==> src/rtl/cpu_bus_pkg.sv <==
package cpu_bus_pkg;
  typedef enum logic [2:0] {
    CYC_IDLE, CYC_MEM_RD, CYC_MEM_WR, CYC_IO_RD, CYC_IO_WR
  } cyc_e;

  typedef enum logic [2:0] {
    TGT_NONE, TGT_ROM, TGT_RAM, TGT_VID, TGT_LED, TGT_IO
  } tgt_e;

  // targets backed by the external SRAM
  function automatic logic is_slow(tgt_e t);
    return (t == TGT_RAM) || (t == TGT_VID);
  endfunction
endpackage

==> src/rtl/cpu_bus_latch.sv <==
module cpu_bus_latch #(
  parameter int AW = 20,
  parameter int DW = 8
) (
  input  logic          clk_i,
  input  logic          rst_ni,
  input  logic          ale_i,
  input  logic          iom_i,
  input  logic [AW-1:DW] a_hi_i,
  input  logic [DW-1:0] ad_i,
  output logic [AW-1:0] addr_o,
  output logic          io_o
);
  logic          ale_q;
  logic [AW-1:0] addr_q;
  logic          io_q;

  always_ff @(posedge clk_i or negedge rst_ni) begin
    if (!rst_ni) begin
      ale_q  <= 1'b0;
      addr_q <= '0;
      io_q   <= 1'b0;
    end else begin
      ale_q <= ale_i;
      if (ale_q && !ale_i) begin
        addr_q <= {a_hi_i, ad_i};
        io_q   <= iom_i;
      end
    end
  end

  assign addr_o = addr_q;
  assign io_o   = io_q;
endmodule

==> src/rtl/cpu_bus_decode.sv <==
module cpu_bus_decode
  import cpu_bus_pkg::*;
#(
  parameter int          AW       = 20,
  parameter int          IO_AW    = 16,
  parameter int          VID_AW   = 14,
  parameter logic [AW-1:0] ROM_BASE = 20'hF0000,
  parameter logic [AW-1:0] VID_BASE = 20'hB8000,
  parameter logic [AW-1:0] RAM_TOP  = 20'hA0000,
  parameter logic [IO_AW-1:0] LED_PORT = 16'h00E0
) (
  input  logic [AW-1:0] addr_i,
  input  logic          io_i,
  output tgt_e          tgt_o
);
  logic vid_hit;
  assign vid_hit = addr_i[AW-1:VID_AW] == VID_BASE[AW-1:VID_AW];

  always_comb begin
    if (io_i)
      tgt_o = (addr_i[IO_AW-1:0] == LED_PORT) ? TGT_LED : TGT_IO;
    else if (addr_i >= ROM_BASE)
      tgt_o = TGT_ROM;
    else if (vid_hit)
      tgt_o = TGT_VID;
    else if (addr_i < RAM_TOP)
      tgt_o = TGT_RAM;
    else
      tgt_o = TGT_NONE;
  end
endmodule

==> src/rtl/cpu_bus_wait.sv <==
module cpu_bus_wait #(
  parameter int WAIT_STATES = 0
) (
  input  logic clk_i,
  input  logic rst_ni,
  input  logic start_i,
  input  logic cpu_clk_i,
  output logic ready_o
);
  if (WAIT_STATES == 0) begin : g_nowait
    logic unused_w;
    assign unused_w = ^{clk_i, rst_ni, start_i, cpu_clk_i};
    assign ready_o  = 1'b1;
  end else begin : g_wait
    localparam int CW = $clog2(WAIT_STATES + 1);
    logic          cpu_q, busy_q;
    logic [CW-1:0] cnt_q;

    always_ff @(posedge clk_i or negedge rst_ni) begin
      if (!rst_ni) begin
        cpu_q  <= 1'b0;
        busy_q <= 1'b0;
        cnt_q  <= '0;
      end else begin
        cpu_q <= cpu_clk_i;
        if (start_i) begin
          busy_q <= 1'b1;
          cnt_q  <= '0;
        end else if (busy_q && cpu_clk_i && !cpu_q) begin
          if (cnt_q == CW'(WAIT_STATES - 1)) busy_q <= 1'b0;
          else                               cnt_q  <= cnt_q + 1'b1;
        end
      end
    end

    assign ready_o = !busy_q;
  end
endmodule

==> src/rtl/cpu_bus_ctrl.sv <==
module cpu_bus_ctrl
  import cpu_bus_pkg::*;
#(
  parameter int AW          = 20,
  parameter int DW          = 8,
  parameter int IO_AW       = 16,
  parameter int ROM_AW      = 16,
  parameter int VID_AW      = 14,
  parameter logic [AW-1:0] ROM_BASE = 20'hF0000,
  parameter logic [AW-1:0] VID_BASE = 20'hB8000,
  parameter logic [AW-1:0] RAM_TOP  = 20'hA0000,
  parameter logic [IO_AW-1:0] LED_PORT = 16'h00E0,
  parameter int WAIT_STATES = 0
) (
  input  logic              clk_i,
  input  logic              rst_ni,
  input  logic              cpu_clk_i,
  input  logic              ale_i,
  input  logic              iom_i,
  input  logic              rd_ni,
  input  logic              wr_ni,
  input  logic [AW-1:DW]    a_hi_i,
  input  logic [DW-1:0]     ad_i,
  output logic [DW-1:0]     ad_o,
  output logic              ad_oe_o,
  output logic              ready_o,
  output logic [ROM_AW-1:0] rom_addr_o,
  input  logic [DW-1:0]     rom_rdata_i,
  output logic [AW-1:0]     sram_addr_o,
  output logic [DW-1:0]     sram_wdata_o,
  input  logic [DW-1:0]     sram_rdata_i,
  output logic              sram_oe_no,
  output logic              sram_we_no,
  output logic [VID_AW-1:0] vram_addr_o,
  output logic [DW-1:0]     vram_wdata_o,
  output logic              vram_we_o,
  output logic [IO_AW-1:0]  io_addr_o,
  output logic [DW-1:0]     io_wdata_o,
  input  logic [DW-1:0]     io_rdata_i,
  output logic              io_rd_o,
  output logic              io_wr_o,
  output logic [DW-1:0]     led_o
);
  logic [AW-1:0] addr;
  logic          is_io;
  tgt_e          tgt;

  cpu_bus_latch #(.AW(AW), .DW(DW)) u_latch (
    .clk_i, .rst_ni, .ale_i, .iom_i, .a_hi_i, .ad_i,
    .addr_o(addr), .io_o(is_io)
  );

  cpu_bus_decode #(
    .AW(AW), .IO_AW(IO_AW), .VID_AW(VID_AW), .ROM_BASE(ROM_BASE),
    .VID_BASE(VID_BASE), .RAM_TOP(RAM_TOP), .LED_PORT(LED_PORT)
  ) u_dec (
    .addr_i(addr), .io_i(is_io), .tgt_o(tgt)
  );

  logic rd_q, wr_q;
  logic rd_fall, wr_fall, wr_rise;
  cyc_e cyc_q;
  logic rd_act, wr_act, wr_cyc;

  assign rd_fall = rd_q && !rd_ni;
  assign wr_fall = wr_q && !wr_ni;
  assign wr_rise = !wr_q && wr_ni;
  assign wr_cyc  = (cyc_q == CYC_MEM_WR) || (cyc_q == CYC_IO_WR);
  assign rd_act  = ((cyc_q == CYC_MEM_RD) || (cyc_q == CYC_IO_RD)) && !rd_ni;
  assign wr_act  = wr_cyc && !wr_ni;

  logic [DW-1:0] rd_mux, rdata_q, wdata_q, led_q;
  logic          wr_stb_q;
  tgt_e          wr_tgt_q;
  logic [AW-1:0] wr_addr_q;

  always_comb begin
    unique case (tgt)
      TGT_ROM:          rd_mux = rom_rdata_i;
      TGT_RAM, TGT_VID: rd_mux = sram_rdata_i;
      TGT_LED:          rd_mux = led_q;
      TGT_IO:           rd_mux = io_rdata_i;
      default:          rd_mux = '1;
    endcase
  end

  always_ff @(posedge clk_i or negedge rst_ni) begin
    if (!rst_ni) begin
      rd_q      <= 1'b1;
      wr_q      <= 1'b1;
      cyc_q     <= CYC_IDLE;
      rdata_q   <= '0;
      wdata_q   <= '0;
      wr_stb_q  <= 1'b0;
      wr_tgt_q  <= TGT_NONE;
      wr_addr_q <= '0;
      led_q     <= '0;
    end else begin
      rd_q <= rd_ni;
      wr_q <= wr_ni;
      if (rd_fall)             cyc_q <= is_io ? CYC_IO_RD : CYC_MEM_RD;
      else if (wr_fall)        cyc_q <= is_io ? CYC_IO_WR : CYC_MEM_WR;
      else if (rd_ni && wr_ni) cyc_q <= CYC_IDLE;
      if (rd_act) rdata_q <= rd_mux;
      // data phase only: the bus carries an address while ale_i is high
      if (wr_act && !ale_i) wdata_q <= ad_i;
      // the commit keeps its own address so a new latch cannot redirect it
      wr_stb_q <= wr_rise && wr_cyc;
      if (wr_rise && wr_cyc) begin
        wr_tgt_q  <= tgt;
        wr_addr_q <= addr;
      end
      if (wr_stb_q && wr_tgt_q == TGT_LED) led_q <= wdata_q;
    end
  end

  cpu_bus_wait #(.WAIT_STATES(WAIT_STATES)) u_wait (
    .clk_i, .rst_ni,
    .start_i((rd_fall || wr_fall) && !is_io && is_slow(tgt)),
    .cpu_clk_i, .ready_o
  );

  assign ad_o         = rdata_q;
  assign ad_oe_o      = rd_act;
  assign rom_addr_o   = addr[ROM_AW-1:0];
  assign sram_addr_o  = wr_stb_q ? wr_addr_q : addr;
  assign sram_wdata_o = wdata_q;
  assign sram_oe_no   = !(rd_act && cyc_q == CYC_MEM_RD && is_slow(tgt));
  assign sram_we_no   = !(wr_stb_q && is_slow(wr_tgt_q));
  assign vram_addr_o  = wr_addr_q[VID_AW-1:0];
  assign vram_wdata_o = wdata_q;
  assign vram_we_o    = wr_stb_q && wr_tgt_q == TGT_VID;
  assign io_addr_o    = wr_stb_q ? wr_addr_q[IO_AW-1:0] : addr[IO_AW-1:0];
  assign io_wdata_o   = wdata_q;
  assign io_rd_o      = rd_act && tgt == TGT_IO;
  assign io_wr_o      = wr_stb_q && wr_tgt_q == TGT_IO;
  assign led_o        = led_q;
endmodule

==> config.mk <==
export PLATFORM = sky130hd
export DESIGN_NAME = cpu_bus_ctrl
export DESIGN_NICKNAME = d
export VERILOG_FILES = /design/src/rtl/cpu_bus_pkg.sv /design/src/rtl/cpu_bus_latch.sv /design/src/rtl/cpu_bus_decode.sv /design/src/rtl/cpu_bus_wait.sv /design/src/rtl/cpu_bus_ctrl.sv
export SDC_FILE = /design/constraint.sdc
export NUM_CORES = 1
export LEC_CHECK = 0
export BUFFER_PORTS_ARGS = -buffer_cell sky130_fd_sc_hd__buf_4
export CAP_MARGIN = 30
export CORE_UTILIZATION = 49
export DETAILED_ROUTE_END_ITERATION = 10
export GPL_ROUTABILITY_DRIVEN = 0
export PLACE_DENSITY_LB_ADDON = 0.1
export SYNTH_ARGS = -nofsm -noshare
export SYNTH_HDL_FRONTEND = slang
export SYNTH_SLANG_ARGS = --single-unit
==> constraint.sdc <==
create_clock -name clk_i -period 2.15 [get_ports clk_i]
set_input_delay 0 -clock clk_i [delete_from_list [all_inputs] [get_ports clk_i]]
set_output_delay 0 -clock clk_i [all_outputs]
set_load 0.005 [all_outputs]
[Word-level counts from Yosys, hierarchy flattened]
Index checks and enable logic that the tools add are counted.
W data, S select, Z words.
Cells by class
  magnitude comparators: 2
  equal/unequal tests: 15
  mux-type cells: 13
  reduce and logical (&&, ||, !) cells: 28
Operators with widths (number)
  $pmux W8 S4: 1
  $mux W3: 7
  $ge A20 B20 Y1 const B: 1
  $lt A20 B20 Y1 const B: 1
  $mux W20: 1
  $eq A3 B2 Y1 const B: 6
  $eq A16 B8 Y1 const B: 1
  $logic_and A1 B1 Y1: 16
  $mux W16: 1
  $eq A3 B3 Y1 const B: 5
  $eq A3 B1 Y1 const B: 2
  $eq A6 B6 Y1 const B: 1
  $logic_not A1 Y1: 6
  $logic_or A1 B1 Y1: 4
  $mux W2: 2
  $reduce_bool A3 Y1: 1
  $reduce_or A2 Y1: 1
  $mux W1: 1
Word-level totals
  flip-flop bits (word level): 75
  word-level logic and storage cells: 70

[Longest topological paths before layout]
  word-level depth: 9
  mapped depth: 5

[Cells and area by module]
A second synthesis with hierarchy kept.
Unflattened totals
  cell total of the unflattened synthesis: 340
  area total of the unflattened synthesis: 3980.1 um2
By module, submodules not included
  cpu_bus_ctrl: instances 1, cells an instance 277, area an instance 2951.6 um2, sequential area each 1328.8 um2
  cpu_bus_latch: instances 1, cells an instance 46, area an instance 905.9 um2, sequential area each 550.5 um2
  cpu_bus_decode: instances 1, cells an instance 15, area an instance 111.4 um2, sequential area each 0.0 um2
  cpu_bus_wait: instances 1, cells an instance 2, area an instance 11.3 um2, sequential area each 0.0 um2

[Least setup slack after synthesis]
OpenSTA, ideal clock, no wires.
  path kind: flip-flop to flip-flop
  from: reg cyc_q[1]
  to: reg wr_addr_q[10]
  library setup time: 0.125 ns
  arrival time: 1.567 ns
  data required time: 2.025 ns
  slack: 0.458 ns
  cell stages (with the launch flop): 5
  clock period less this slack: 1.692 ns
  path through: dfrtp_1 > xnor2_1 > nor4b_4 > buf_6 > mux2_2
Between the ends
  cells in the longest elaborated chain, start to end: 3
  elaborated cells on any way between the ends: 4
Ends and longest elaborated chain
  from (decl): line cpu_bus_ctrl.sv:62  | cyc_e cyc_q;
  from (signal assigned): line cpu_bus_ctrl.sv:101  | if (rd_fall) cyc_q <= is_io ? CYC_IO_RD : CYC_MEM_RD;
  from (signal assigned): line cpu_bus_ctrl.sv:102  | else if (wr_fall) cyc_q <= is_io ? CYC_IO_WR : CYC_MEM_WR;
  $eq A3 B2 Y1 or $eq A3 B3 Y1 (tied branches): line cpu_bus_ctrl.sv:68  | assign wr_cyc = (cyc_q == CYC_MEM_WR) || (cyc_q == CYC_IO_WR);
  $logic_or A1 B1 Y1 (*): line cpu_bus_ctrl.sv:68
  $logic_and A1 B1 Y1 (*): line cpu_bus_ctrl.sv:109  | if (wr_rise && wr_cyc) begin
  to (signal assigned): line cpu_bus_ctrl.sv:111  | wr_addr_q <= addr;
  to (decl): line cpu_bus_ctrl.sv:75  | logic [AW-1:0] wr_addr_q;
Mark *: on every way between the ends. The rest lies on a longest branch, timed or not.
A chain may end at the register's enable or synchronous reset.

[Final worst setup path]
  from: reg u_latch.addr_q[0] (netlist: u_latch.addr_o[0])
  to: out io_rd_o
Between the ends
  cells in the longest elaborated chain, start to end: 7
  elaborated cells on any way between the ends: 10
Ends and longest elaborated chain
  from (decl): line cpu_bus_latch.sv:15  | logic [AW-1:0] addr_q;
  from (signal assigned): line cpu_bus_latch.sv:26  | addr_q <= {a_hi_i, ad_i};
  $lt A20 B20 Y1: line cpu_bus_decode.sv:26  | else if (addr_i < RAM_TOP)
  $mux W2: line cpu_bus_decode.sv:26
  $mux W3: line cpu_bus_decode.sv:24  | else if (vid_hit)
  $mux W3: line cpu_bus_decode.sv:22  | else if (addr_i >= ROM_BASE)
  $mux W3 (*): line cpu_bus_decode.sv:20  | if (io_i)
  $eq A3 B3 Y1 (*): line cpu_bus_ctrl.sv:135  | assign io_rd_o = rd_act && tgt == TGT_IO;
  $logic_and A1 B1 Y1 (*): line cpu_bus_ctrl.sv:135
  to (decl): line cpu_bus_ctrl.sv:40  | output logic io_rd_o,
Marked as above.

==> run metrics <==
DRT Wirelength 9.916 mm; Most Frequent Cell on Critical Path buf_4; Post-DP HPWL 6.947 mm; clk_skew 0.01062 ns; post-synthesis adder-cell area fraction 0%; cell row count 32; Syn Area/Cell 11.60 um^2; largest family of logic cells by synthesized area multiplexers; io pins 164; Vias 3167; Post-CTS Setup Bufs 0; Pwr Density 978.0 mW/mm^2; post-route insts no fill 602; Setup Total Neg Slack 0 ns; Placeable Area 0.007807 mm^2; Top Family by Delay on Critical Path simple AND/OR/NAND/NOR gates; DRT iter0 DRCs 141; GR Util met3 3.317%; Cell Area, Synth 0.003979 mm^2; nets 546; number of fill cells 595; flops & latches, synth 75; Final Total Pwr 5.385 mW; Worst Setup End Kind primary output; CTS root buf clkbuf_8; Fin. Hold Viols 0; # DRC 0; DIE WIDTH 92.11 um; Pre-Repair DR Iteration Count 4; worst vdd ir 0.5984 mV; post-synthesis mux area share 21.76%; initial antenna violation count 0; total grt overflow 0; M2 GR Usage 39.43%; worst rel slew slack 61.77%; Via-to-Cell Ratio 5.261; placed insts 545; Seq/Total Area, Yosys 47.23%; Placed Area 0.004893 mm^2; Syn-to-layout area delta 38.40%; CTS tree done; crit-path max FO 9; max-slew violations 0; Worst-Skew Late Latency 0.35 ns; vias in the first global route 3037; initial core utilization 50.96%; Num CTS Buffers 9; Post-synth EDFFs 0; outcome complete, no violations; GR Util All Layers 24.06%; DIE AREA 0.008484 mm^2; H-tree Lvls 3; Hold Path Class input pin to flop; port bufs 161; maxcap violations 0; layout cells sized above 1 55.20%; crit path cell chain nor4_1 -> buf_4 -> and2_2 -> a21oi_1 -> buf_4; pre-CTS setup slack 0.3141 ns; TritonCTS Sinks 75; Most used DFF post-synth dfrtp_1; Setup-failing EPs final 0; Tcrit/Tclk final 90.20%; Slew @ Worst Pin 0.5723 ns; final worst setup slack 0.2108 ns; M1 GR Usage 33.14%; worst-case clock buffer depth 2; crit-path max cell delay 0.46 ns; fin crit period 1.939 ns; DRT antenna net count 0; WP buf/inv 2; global routing's busiest layer met2; largest net degree at the start of global routing 43; post-route cell area 0.005507 mm^2; Worst setup SP type flop; Critical Path AT 1.94 ns; Critical Path RT 2.15 ns; CP max-delay cell dfrtp_1; syn_nets 394; Post-Synth XOR/XNOR Area 0.2201%; Crit Path Category flop to primary output; Area contributors post-synth dfrtp_1, mux2_2, buf_4; hold slack 0.1447 ns; WL/cell 16.47 um; global-route wire length before repair 15.74 mm; post-route core utilization 70.53%; Syn Inst Count 343; n_diodes 0; die height 92.11 um; Worst-path clk slew 0.08 ns; Compound-Gate Fraction of Synth Area 8.711%; synthesized-area fraction occupied by and/or/nand/nor cells 8.019%; RSZ-0062 raised after global routing no; Yosys cell types 36; Fmax 515.7 MHz; async set-reset flop share out of synthesis 100.0%; Yosys top cell area share 45.91%; Yosys top cell by area dfrtp_1; Yosys warning total 0; Pleak 2.519 nW
-- cells in the final DEF (no fill, tap or decap), drive strengths merged, types with 2 or more instances in the layout --
cell type and n:
dfstp 2, clkbuf 10, nand2b 9, nor2 12, o21ai 25, nor4 4, nand3b 2, o211ai 8
and2 2, inv 6, dlygate4sd3 41, a31oi 17, nor4b 3, nor2b 3, dfrtp 73, a21oi 6
clkinvlp 2, buf 176, mux2 76, nor3 2, nand4 2, clkinv 2, nand2 5
-- cell usage after synthesis, types with 2 or more instances --
cell      number
mux2_2        76
dfrtp_1       73
buf_4         63
o21ai_0       25
a31oi_1       17
nor2_1        12
clkbuf_1      10
nand2b_1       9
o211ai_1       8
a21oi_1        6
inv_1          5
nand2_1        5
nor2b_1        3
nor4_1         3
and2_1         2
buf_6          2
dfstp_2        2
nand3b_1       2
nand4_1        2
nor4b_1        2
-- tightest hold or removal path: cells and delay by family --
family	cells	cell delay (ns)
AO/OA/AOI/OAI	3	0.30
AND/OR/NAND/NOR	1	0.05
buffers and inverters	1	0.11
-- worst paths after layout --
| kind | from | endpoint | slack (ns) | cells past startpoint |
|---|---|---|---|---|
| worst max-delay path | u_latch.addr_o[0] | io_rd_o | 0.21 | 5 |
| worst min-delay path | rom_rdata_i[3] | ad_o[3] | 0.14 | 5 |
| worst min register to register | wr_addr_q[17] | wr_addr_q[17] | 0.51 | 1 |
| worst max register to register | u_latch.addr_o[0] | ad_o[1] | 0.39 | 6 |
| min in group asynchronous | rst_ni | ad_o[0] | 0.16 | 2 |
| max in group asynchronous | rst_ni | u_latch.addr_o[6] | 1.32 | 3 |
-- final cells by class --
| type | instances | area [um^2] | area share [%] |
|---|---|---|---|
| Tap cell | 102 | 127.6 | 2.318 |
| Clock buffer | 10 | 137.6 | 2.499 |
| Multi-Input combinational cell | 187 | 1548 | 28.11 |
| Timing Repair Buffer | 217 | 1732 | 31.45 |
| Clock inverter | 6 | 63.81 | 1.159 |
| Sequential cell | 75 | 1879 | 34.13 |
| Inverter | 5 | 18.77 | 0.3408 |
-- sequential cells by signal (all words and copies together) (netlist names) --
name            flops
cyc_q               3
led_o               8
ad_o                8
wr_tgt_q            3
u_latch.addr_o     20
wr_q                1
wr_stb_q            1
u_latch.ale_q       1
wr_addr_q          20
io_wdata_o          8
u_latch.io_o        1
rd_q                1
-- cells by family (layout without fill, tap and decap cells) --
group           Yosys count  after routing
other cells               1              1
simple gates             49             49
flops                    75             75
xor+xnor                  1              1
buf+inv                  81            238
mux                      77             77
compound gates           59             59
-- what timing repair did --
item,in CTS,in global routing
hold endpoints to repair,81,0
setup endpoints to repair,0,1
hold buffers,41,0
resized for setup,0,1
-- where the power goes --
| part | switching (mW) | internal (mW) |
|---|---|---|
| Combinational | 0.667 | 1.30 |
| Sequential | 0.443 | 1.87 |
| Clock | 0.539 | 0.568 |
-- metal layers --
metal / share of wire (%) / vias up / routed length [um]
li1: - / 1474 / -
met1: 44 / 1556 / 4334
met2: 49 / 127 / 4877
met3: 6.0 / 10 / 591
met4: 1.1 / 0 / 113
met5: 0 / - / 0
Note: power is estimated with default switching activity, not from simulation.
